[src/rtl/cfg1_pkg.sv]
`timescale 1ns/1ps
package cfg1_pkg;

    localparam int LANES   = 4;
    localparam int DATA_W  = 8 * LANES;
    localparam int BUS_W   = 8;
    localparam int DEV_W   = 5;
    localparam int FN_W    = 3;
    localparam int REGNO_W = 6;
    localparam int RSVD_W  = DATA_W - 1 - BUS_W - DEV_W - FN_W - REGNO_W - 2;

    typedef enum logic [1:0] {
        SZ_BYTE  = 2'd0,
        SZ_WORD  = 2'd1,
        SZ_DWORD = 2'd2,
        SZ_WIDE  = 2'd3
    } io_size_e;

    typedef enum logic [1:0] {
        HIT_NONE  = 2'd0,
        HIT_LATCH = 2'd1,
        HIT_DATA  = 2'd2
    } hit_e;

    typedef struct packed {
        logic               en;
        logic [RSVD_W-1:0]  rsvd;
        logic [BUS_W-1:0]   bus;
        logic [DEV_W-1:0]   dev;
        logic [FN_W-1:0]    fn;
        logic [REGNO_W-1:0] regno;
        logic [1:0]         align;
    } cfg_addr_t;

    function automatic logic [LANES-1:0] width_mask(io_size_e sz);
        case (sz)
            SZ_BYTE: return LANES'(4'b0001);
            SZ_WORD: return LANES'(4'b0011);
            default: return '1;
        endcase
    endfunction

    function automatic logic [LANES-1:0] lane_enables(io_size_e sz, logic [1:0] off);
        logic [2*LANES-1:0] wide;
        wide = {{LANES{1'b0}}, width_mask(sz)} << off;
        return wide[LANES-1:0];
    endfunction

    function automatic logic [DATA_W-1:0] byte_mask(io_size_e sz);
        logic [LANES-1:0]  m;
        logic [DATA_W-1:0] r;
        m = width_mask(sz);
        for (int i = 0; i < LANES; i++) begin
            r[8*i +: 8] = {8{m[i]}};
        end
        return r;
    endfunction

    function automatic cfg_addr_t latch_filter(logic [DATA_W-1:0] raw);
        cfg_addr_t a;
        a       = cfg_addr_t'(raw);
        a.rsvd  = '0;
        a.align = '0;
        return a;
    endfunction

endpackage

[src/rtl/cfg1_port_match.sv]
`timescale 1ns/1ps
module cfg1_port_match
    import cfg1_pkg::*;
#(
    parameter logic [15:0] ADDR_PORT = 16'h0CF8,
    parameter logic [15:0] DATA_PORT = 16'h0CFC
) (
    input  logic [15:0] io_addr,
    input  logic [1:0]  io_size,
    input  logic        io_rd,
    input  logic        io_wr,
    output hit_e        hit,
    output logic [1:0]  offset,
    output logic        pt_rd,
    output logic        pt_wr
);
    localparam int WIN_W = 16 - 2;
    localparam logic [WIN_W-1:0] WIN_BASE = DATA_PORT[15:2];

    logic strobe;
    logic latch_match;
    logic data_match;

    always_comb begin
        strobe      = io_rd | io_wr;
        latch_match = (io_addr == ADDR_PORT) && (io_size_e'(io_size) == SZ_DWORD);
        data_match  = (io_addr[15:2] == WIN_BASE);
        offset      = io_addr[1:0];
        if (!strobe)          hit = HIT_NONE;
        else if (latch_match) hit = HIT_LATCH;
        else if (data_match)  hit = HIT_DATA;
        else                  hit = HIT_NONE;
        pt_rd = io_rd && (hit == HIT_NONE);
        pt_wr = io_wr && (hit == HIT_NONE);
    end
endmodule

[src/rtl/cfg1_addr_latch.sv]
`timescale 1ns/1ps
module cfg1_addr_latch
    import cfg1_pkg::*;
(
    input  logic              clk,
    input  logic              rst,
    input  logic              load,
    input  logic [DATA_W-1:0] wdata,
    output cfg_addr_t         q
);
    always_ff @(posedge clk) begin
        if (rst) begin
            q <= '0;
        end else if (load) begin
            q <= latch_filter(wdata);
        end
    end
endmodule

[src/rtl/cfg1_lane_steer.sv]
`timescale 1ns/1ps
module cfg1_lane_steer
    import cfg1_pkg::*;
(
    input  logic [1:0]        io_size,
    input  logic [1:0]        offset,
    input  logic [DATA_W-1:0] host_wdata,
    input  logic [DATA_W-1:0] resp_rdata,
    output logic [LANES-1:0]  be,
    output logic [DATA_W-1:0] lane_wdata,
    output logic [DATA_W-1:0] host_rdata
);
    logic [4:0] shamt;

    always_comb begin
        shamt      = {offset, 3'b000};
        be         = lane_enables(io_size_e'(io_size), offset);
        lane_wdata = host_wdata << shamt;
        host_rdata = (resp_rdata >> shamt) & byte_mask(io_size_e'(io_size));
    end
endmodule

[src/rtl/cfg1_port_decoder.sv]
`timescale 1ns/1ps
module cfg1_port_decoder
    import cfg1_pkg::*;
#(
    parameter logic [15:0] ADDR_PORT = 16'h0CF8,
    parameter logic [15:0] DATA_PORT = 16'h0CFC
) (
    input  logic        clk,
    input  logic        rst,
    input  logic [15:0] io_addr,
    input  logic [1:0]  io_size,
    input  logic [31:0] io_wdata,
    input  logic        io_wr,
    input  logic        io_rd,
    output logic [31:0] io_rdata,
    output logic        io_claim,
    output logic        io_ready,
    output logic        pt_wr,
    output logic        pt_rd,
    output logic        cfg_req,
    output logic        cfg_we,
    output logic [7:0]  cfg_bus,
    output logic [4:0]  cfg_dev,
    output logic [2:0]  cfg_func,
    output logic [5:0]  cfg_regno,
    output logic [3:0]  cfg_be,
    output logic [31:0] cfg_wdata,
    input  logic        cfg_ack,
    input  logic [31:0] cfg_rdata
);
    hit_e              hit;
    logic [1:0]        offset;
    cfg_addr_t         addr_q;
    logic              latch_load;
    logic              data_go;
    logic [DATA_W-1:0] steer_rdata;

    cfg1_port_match #(
        .ADDR_PORT (ADDR_PORT),
        .DATA_PORT (DATA_PORT)
    ) u_match (
        .io_addr (io_addr),
        .io_size (io_size),
        .io_rd   (io_rd),
        .io_wr   (io_wr),
        .hit     (hit),
        .offset  (offset),
        .pt_rd   (pt_rd),
        .pt_wr   (pt_wr)
    );

    assign latch_load = (hit == HIT_LATCH) && io_wr;

    cfg1_addr_latch u_latch (
        .clk   (clk),
        .rst   (rst),
        .load  (latch_load),
        .wdata (io_wdata),
        .q     (addr_q)
    );

    cfg1_lane_steer u_steer (
        .io_size    (io_size),
        .offset     (offset),
        .host_wdata (io_wdata),
        .resp_rdata (cfg_rdata),
        .be         (cfg_be),
        .lane_wdata (cfg_wdata),
        .host_rdata (steer_rdata)
    );

    always_comb begin
        data_go   = (hit == HIT_DATA) && addr_q.en;
        cfg_req   = data_go;
        cfg_we    = data_go && io_wr;
        cfg_bus   = addr_q.bus;
        cfg_dev   = addr_q.dev;
        cfg_func  = addr_q.fn;
        cfg_regno = addr_q.regno;
        io_claim  = (hit != HIT_NONE);

        unique case (hit)
            HIT_LATCH: io_ready = 1'b1;
            HIT_DATA:  io_ready = addr_q.en ? cfg_ack : 1'b1;
            default:   io_ready = 1'b0;
        endcase

        io_rdata = '0;
        if (io_rd) begin
            if (hit == HIT_LATCH) begin
                io_rdata = addr_q;
            end else if (hit == HIT_DATA) begin
                io_rdata = addr_q.en ? steer_rdata : '1;
            end
        end
    end
endmodule

[config.mk]
export PLATFORM = sky130hd
export DESIGN_NAME = cfg1_port_decoder
export DESIGN_NICKNAME = d
export VERILOG_FILES = /design/src/rtl/cfg1_pkg.sv /design/src/rtl/cfg1_port_match.sv /design/src/rtl/cfg1_addr_latch.sv /design/src/rtl/cfg1_lane_steer.sv /design/src/rtl/cfg1_port_decoder.sv
export SDC_FILE = /design/constraint.sdc
export NUM_CORES = 1
export LEC_CHECK = 0
export BUFFER_PORTS_ARGS = -buffer_cell sky130_fd_sc_hd__buf_2
export CORE_MARGIN = 8
export CORE_UTILIZATION = 44
export CTS_BUF_LIST = sky130_fd_sc_hd__clkbuf_4
export CTS_CLUSTER_DIAMETER = 100
export DETAILED_ROUTE_END_ITERATION = 10
export PLACE_DENSITY = 0.9
export REMOVE_ABC_BUFFERS = 1
export SKIP_LAST_GASP = 1
export SLEW_MARGIN = 5
export SYNTH_ARGS = -nofsm -noshare
export SYNTH_HDL_FRONTEND = slang
export SYNTH_SLANG_ARGS = --single-unit
export TNS_END_PERCENT = 30
[constraint.sdc]
create_clock -name clk -period 1.75 [get_ports clk]
set_input_delay 0.175 -clock clk [delete_from_list [all_inputs] [get_ports clk]]
set_output_delay 0.175 -clock clk [all_outputs]
set_load 0.02 [all_outputs]
==> flow_summary.yaml, run 1 <==
status:
  status: "complete, but fails checks"
  violations: "negative setup slack"
critical_path:
  worstPathArrival_ns: 1.61
  crit_required_ns: 1.57
  r2r_start: "u_latch.q[31]"
  cp_slowest_cell: "or3_4"
  critical_path_class: "in -> out"
  crit_chain: "buf_2 -> or3_4 -> nor4_4 -> and3_4 -> clkbuf_16 -> a22o_1 -> buf_2"
  r2r-end: "u_latch.q[31]"
  crit_top_cell: "buf_2"
  r2r_cells: 3
  cp_max_fo: 11
  startpoint_type: "input port"
  max_stage_delay_ns: 0.38
  rrSetupSlack_ns: 0.86
  endpoint_kind: "primary output"
min_path:
  hp-start: "io_wdata[23]"
  hold_depth: 3
  holdPathEnd: "u_latch.q[23]"
  hp-class: "in -> reg"
final_layout:
  diodes: 0
  fin_util_pct: 60.4
  design_area_um2: 3790
  largest_reg_flops: 23
  largestRegisters: "u_latch.q x23"
  area_growth_pct: 34.4
  nNetsFinal: 617
  largest_register: "u_latch.q"
  drive_gt1_share_pct: 43.5
clocking:
  cts_tree: "yes"
  htreeDepth: 1
  clockBufferDepth: 2
  clock_latency_ns: 0.31
  clkTransAtPathRegs_ns: 0.15
  cts_inserted_buffers: 3
  post-cts-setup-buffers: 0
  cts_sinks: 23
  cts_root_buf: "clkbuf_4"
  cts_hold_buf: 0
die:
  die_w_um: 96.1
  initial_core_util_pct: 44.9
  fp.dieH_um: 96.1
  core_area_um2: 6280
  rows: 29
  io-pin-count: 183
  die_area_um2: 9230
placement:
  postPlaceCellArea_um2: 3710
  portBuffers: 182
  place.gp.congestion: 0.869
  place_ws_ns: -0.0469
  hpwl_um: 8750
synth:
  synth_cell_type_count: 34
  yosysSeqAreaShare_pct: 16.3
  postSynthRegisterBits: 23
  netlist_instances: 370
  syn_area_um2: 2820
  avgSynthCellArea_um2: 7.62
  yosys_warnings: 0
power_and_ir_drop:
  internal_power_mw: 0.888
  power.switching_mw: 0.514
  power_frac_clock_pct: 20.1
  p_sw_share_pct: 36.7
  p_per_area_nw_per_um2: 370
  finalPower_mw: 1.40
  ir_drop_v: 0.000233
  power_frac_seq_pct: 37.4
  p_leak_nw: 1.89
  combinationalPowerShare_pct: 42.6
route:
  drtAntennaViolNets: 0
  vias_per_cell: 5.66
  wl_per_cell_um: 19.1
  firstDrtPassIters: 4
  wirelength_um: 11600
  vias: 3431
  drtIter0Drc: 196
  drcViolationCount: 0
timing:
  fmax_ghz: 0.560
  fin_ws_ns: -0.0354
  fin_crit_sh_pct: 102
  skew_ns: 0
  rsz0062_at_grt: "yes"
  layout_min_cycle_time_ns: 1.79
  hold_viol: 0
  maxSlewHeadroom_pct: 61.4
  setup_viol: 20
  worst_slew_pin_slew_ns: 0.579
  slew_violations: 0
global_route:
  first_global_vias: 3497
  grt_usage_pct: 22.7
  grt_overflow: 0
  grt_pass1_wl_um: 16600
  grt_max_degree: 47
  antenna_found_initial: 0
flow_run:
  drv_cap: 0
==> metal layers <==
metal / global-route usage [%] / part of all wire [%] / vias up
li1: - / - / 1604
met1: 24.4 / 36 / 1577
met2: 41.4 / 51 / 218
met3: 5.07 / 11 / 32
met4: 9.86 / 2.4 / 0
met5: 0 / 0 / -
==> metrics by stage <==
stage               hold WS (ns)  TNS (ns)  std cells
global placement           0.460         0        601
finish                     0.125    -0.457        606
CTS                        0.120    -0.242        605
detailed placement         0.472    -0.563        601
global route               0.108     -2.28        606
floorplan                  0.330    -18.01        314
==> layout make-up <==
type / instances / area, um^2
well taps: 77 / 96.3
repair buffers: 211 / 1200
inverters: 1 / 3.75
fillers: 551 / 2490
clock buffers: 4 / 30.0
multi-input cells: 290 / 2000
flip-flops and latches: 23 / 460
==> worst max-delay path, delay by kind of cell <==
kind	cells	cell delay, ns
AOI/OAI and AO/OA	1	0.14
buffers and inverters	3	0.44
and+or+nand+nor	3	0.86
==> layout by cell type, fill, tap and decap left out, types with 3 or more instances in the layout <==
cell type and count:
buf_2 177, nand2b_1 48, mux2i_1 47, buf_4 29, a21oi_1 27, nand2_1 27, dfxtp_1 23, nor2_1 22
o21ai_0 20, nor2b_1 19, a22o_1 16, and2_1 9, a211oi_1 8, mux2_2 8, a32oi_1 8, a211o_1 8
o2bb2ai_1 6, clkbuf_4 4, and3_1 3, buf_12 3
==> worst max path at each step <==
stage / startpoint / endpoint / slack [ns] / cells after the start
6_report: io_addr[13] / io_rdata[14] / -0.04 / 7
5_1_grt: io_addr[13] / io_rdata[17] / -0.12 / 7
4_1_cts: io_addr[13] / io_rdata[19] / -0.03 / 7
3_5_place_dp: io_addr[13] / io_rdata[12] / -0.05 / 7
3_3_place_gp: io_addr[13] / io_rdata[11] / 0.003 / 7
2_1_floorplan: io_addr[1] / u_latch.q[10] / -0.49 / 4
==> power by group through the flow <==
stage | Clock [mW] | Sequential [mW] | Combinational, mW
finish | 0.281 | 0.524 | 0.597
global route | 0.319 | 0.524 | 0.640
CTS | 0.289 | 0.524 | 0.592
detailed placement | 0 | 0.535 | 0.590
global placement | 0 | 0.535 | 0.572
floorplan | 0 | 0.535 | 0.273
==> cell usage after synthesis <==
| master | instances | share of area (%) |
|---|---|---|
| a211o_1 | 8 | 2.5 |
| a211oi_1 | 8 | 2.1 |
| a21oi_1 | 27 | 4.8 |
| a22o_1 | 16 | 5.0 |
| a32oi_1 | 8 | 2.5 |
| and2_1 | 9 | 2.0 |
| and3_1 | 4 | 0.89 |
| and4_1 | 1 | 0.31 |
| buf_12 | 2 | 1.4 |
| buf_2 | 7 | 1.2 |
| buf_4 | 27 | 7.2 |
| buf_6 | 2 | 0.80 |
| clkbuf_1 | 18 | 2.4 |
| clkinv_1 | 1 | 0.13 |
| dfxtp_1 | 23 | 16 |
| mux2_2 | 8 | 3.2 |
| mux2i_1 | 47 | 17 |
| nand2_1 | 27 | 3.6 |
| nand2b_1 | 48 | 11 |
| nand3_1 | 1 | 0.18 |
| nand4b_1 | 1 | 0.31 |
| nand4bb_1 | 1 | 0.40 |
| nor2_1 | 22 | 2.9 |
| nor2b_1 | 20 | 4.4 |
| nor3_1 | 1 | 0.18 |
| nor3b_1 | 1 | 0.27 |
| nor4_4 | 1 | 0.75 |
| o21ai_0 | 20 | 3.5 |
| o21ba_2 | 1 | 0.35 |
| o21bai_1 | 1 | 0.27 |
| o22ai_1 | 1 | 0.22 |
| o2bb2ai_1 | 6 | 1.9 |
| or2_2 | 1 | 0.22 |
| or3_4 | 1 | 0.40 |
==> what timing repair did <==
item	CTS	global route
gates resized for setup	2	5
setup endpoints to repair	22	28
gates cloned	0	1
hold endpoints to repair	0	0
==> kinds of logic (layout without fill, tap and decap cells) <==
family                 after synthesis  count (layout)  synth area share [%]
flip-flops                          23              23                  16.3
AND/OR/NAND/NOR                    139             139                  27.5
multiplexers                        55              55                  19.9
AO/OA/AOI/OAI                       96              96                  23.1
buffers and inverters               57             216                  13.2
(Power assumes the default switching activity.)
==> inputs of run 2 (changes only) <==
--- a/config.mk
+++ b/config.mk
@@ -7,11 +7,11 @@
 export LEC_CHECK = 0
 export BUFFER_PORTS_ARGS = -buffer_cell sky130_fd_sc_hd__buf_2
 export CORE_MARGIN = 8
-export CORE_UTILIZATION = 44
+export CORE_UTILIZATION = 48
 export CTS_BUF_LIST = sky130_fd_sc_hd__clkbuf_4
 export CTS_CLUSTER_DIAMETER = 100
 export DETAILED_ROUTE_END_ITERATION = 10
-export PLACE_DENSITY = 0.9
+export PLACE_DENSITY = 0.95
 export REMOVE_ABC_BUFFERS = 1
 export SKIP_LAST_GASP = 1
 export SLEW_MARGIN = 5
==> constraint.sdc (replaced) <==
create_clock -name clk -period 2.1 [get_ports clk]
set_input_delay 0.21 -clock clk [delete_from_list [all_inputs] [get_ports clk]]
set_output_delay 0.21 -clock clk [all_outputs]
set_load 0.02 [all_outputs]
==> run 2 against run 1 <==
Compared with the run above:
- highest routed layer unchanged
- hold slack better by 0.026 ns
- worst setup slack better by 0.16 ns
- the run now ends clean
- final cell count is 1.5% lower
- power is 17% lower
- first-iteration DRC count is 24% lower
- global-route usage is 2.0 points higher
- clock skew stayed put
- critical path depth stayed put
- combinational power is 17% lower
- utilization is 3.6 points higher
==> flow_summary.yaml, run 2 (synthesized netlist as in run 1, its figures left out) <==
timing:
  setup_viol: 0
  maxSlewHeadroom_pct: 61.5
  hold_viol: 0
  skew_ns: 0
  fmax_ghz: 0.507
  hold_ws_ns: 0.151
  worst_slew_pin_slew_ns: 0.577
  slew_violations: 0
  fin_crit_sh_pct: 93.9
  fin_ws_ns: 0.128
  layout_min_cycle_time_ns: 1.97
  rsz0062_at_grt: "no"
clocking:
  post-cts-setup-buffers: 0
  cts_hold_buf: 0
  cts_root_buf: "clkbuf_4"
  clkTransAtPathRegs_ns: 0.14
  cts_inserted_buffers: 3
  cts_sinks: 23
  clock_latency_ns: 0.31
  htreeDepth: 1
  post_cts_resize_count: 0
  cts_tree: "yes"
  clockBufferDepth: 2
power_and_ir_drop:
  power_frac_clock_pct: 19.8
  ir_drop_v: 0.000199
  p_leak_nw: 1.86
  internal_power_mw: 0.738
  p_per_area_nw_per_um2: 313
  combinationalPowerShare_pct: 42.7
  power.switching_mw: 0.427
  power_frac_seq_pct: 37.5
  finalPower_mw: 1.17
  p_sw_share_pct: 36.6
critical_path:
  cp_max_fo: 22
  endpoint_kind: "primary output"
  worstPathArrival_ns: 1.76
  critical_path_class: "in -> out"
  crit_required_ns: 1.89
  startpoint_type: "input port"
final_layout:
  largestRegisters: "u_latch.q x23"
  area_growth_pct: 32.0
  nNetsFinal: 610
  design_area_um2: 3720
  layout_common_cells: "buf_2, nand2b_1, mux2i_1"
  drive_gt1_share_pct: 42.5
  final_cells: 597
  layout_commonest_cell: "buf_2"
  diodes: 0
  largest_reg_flops: 23
  largest_register: "u_latch.q"
die:
  die_w_um: 92.7
  core_area_um2: 5820
  rows: 28
  io-pin-count: 183
  die_area_um2: 8580
  fp.dieH_um: 92.7
  initial_core_util_pct: 48.5
global_route:
  grt_overflow: 0
  grt_usage_pct: 24.7
  grt_pass1_wl_um: 17300
  first_global_vias: 3630
  antenna_found_initial: 0
  grt_max_degree: 47
route:
  vias: 3450
  drcViolationCount: 0
  drtIter0Drc: 148
  drtAntennaViolNets: 0
  firstDrtPassIters: 5
  wl_per_cell_um: 18.9
  wirelength_um: 11300
  vias_per_cell: 5.78
min_path:
  hp-class: "in -> reg"
placement:
  hpwl_um: 8490
  place.gp.congestion: 0.856
  dpl.cell_count: 593
  place_ws_ns: 0.154
  portBuffers: 182
  postPlaceCellArea_um2: 3690
flow_run:
  drv_cap: 0
status:
  status: "complete, no violations"
run 2: worst max-delay path, cell delays in order:
cell,delay [ns]
buf_2,0.10
or3_4,0.38
nor4_4,0.27
and3_1,0.26
buf_12,0.19
a22o_1,0.17
buf_2,0.17
run 2: final timing paths:
path	slack (ns)	cells after the start	from	end
max	0.13	7	io_addr[13]	io_rdata[18]
min	0.15	3	io_wdata[31]	u_latch.q[31]
max reg2reg	1.25	3	u_latch.q[31]	u_latch.q[31]
min reg2reg	0.50	2	u_latch.q[2]	u_latch.q[2]
run 2: final cells by class:
class | count | area (um^2)
clock buffer | 4 | 30.0
fill | 507 | 2090
inverter | 1 | 3.75
multi-input combinational | 290 | 2000
sequential | 23 | 460
tap | 75 | 93.8
timing repair buffer | 204 | 1140
run 2: per-layer routing:
layer	up-vias	GRT usage, %	wire length (um)
met5	-	0	0
met4	0	12.1	278
met3	24	6.47	1150
met2	186	44.5	5520
met1	1650	26.1	4320
li1	1590	-	-
run 2: stage by stage:
stage | TNS (ns) | util [%]
after floorplan | -4.65 | -
after detailed placement | 0 | 63.5
after global routing | 0 | 64.0
after global placement | 0 | 63.5
after CTS | 0 | 64.0
final | 0 | 64.0
run 2: power by group through the flow:
stage / clock network, mW / registers, mW / logic, mW
finish: 0.231 / 0.436 / 0.498
global route: 0.254 / 0.437 / 0.535
CTS: 0.239 / 0.436 / 0.493
detailed placement: 0 / 0.446 / 0.491
global placement: 0 / 0.446 / 0.473
floorplan: 0 / 0.446 / 0.228
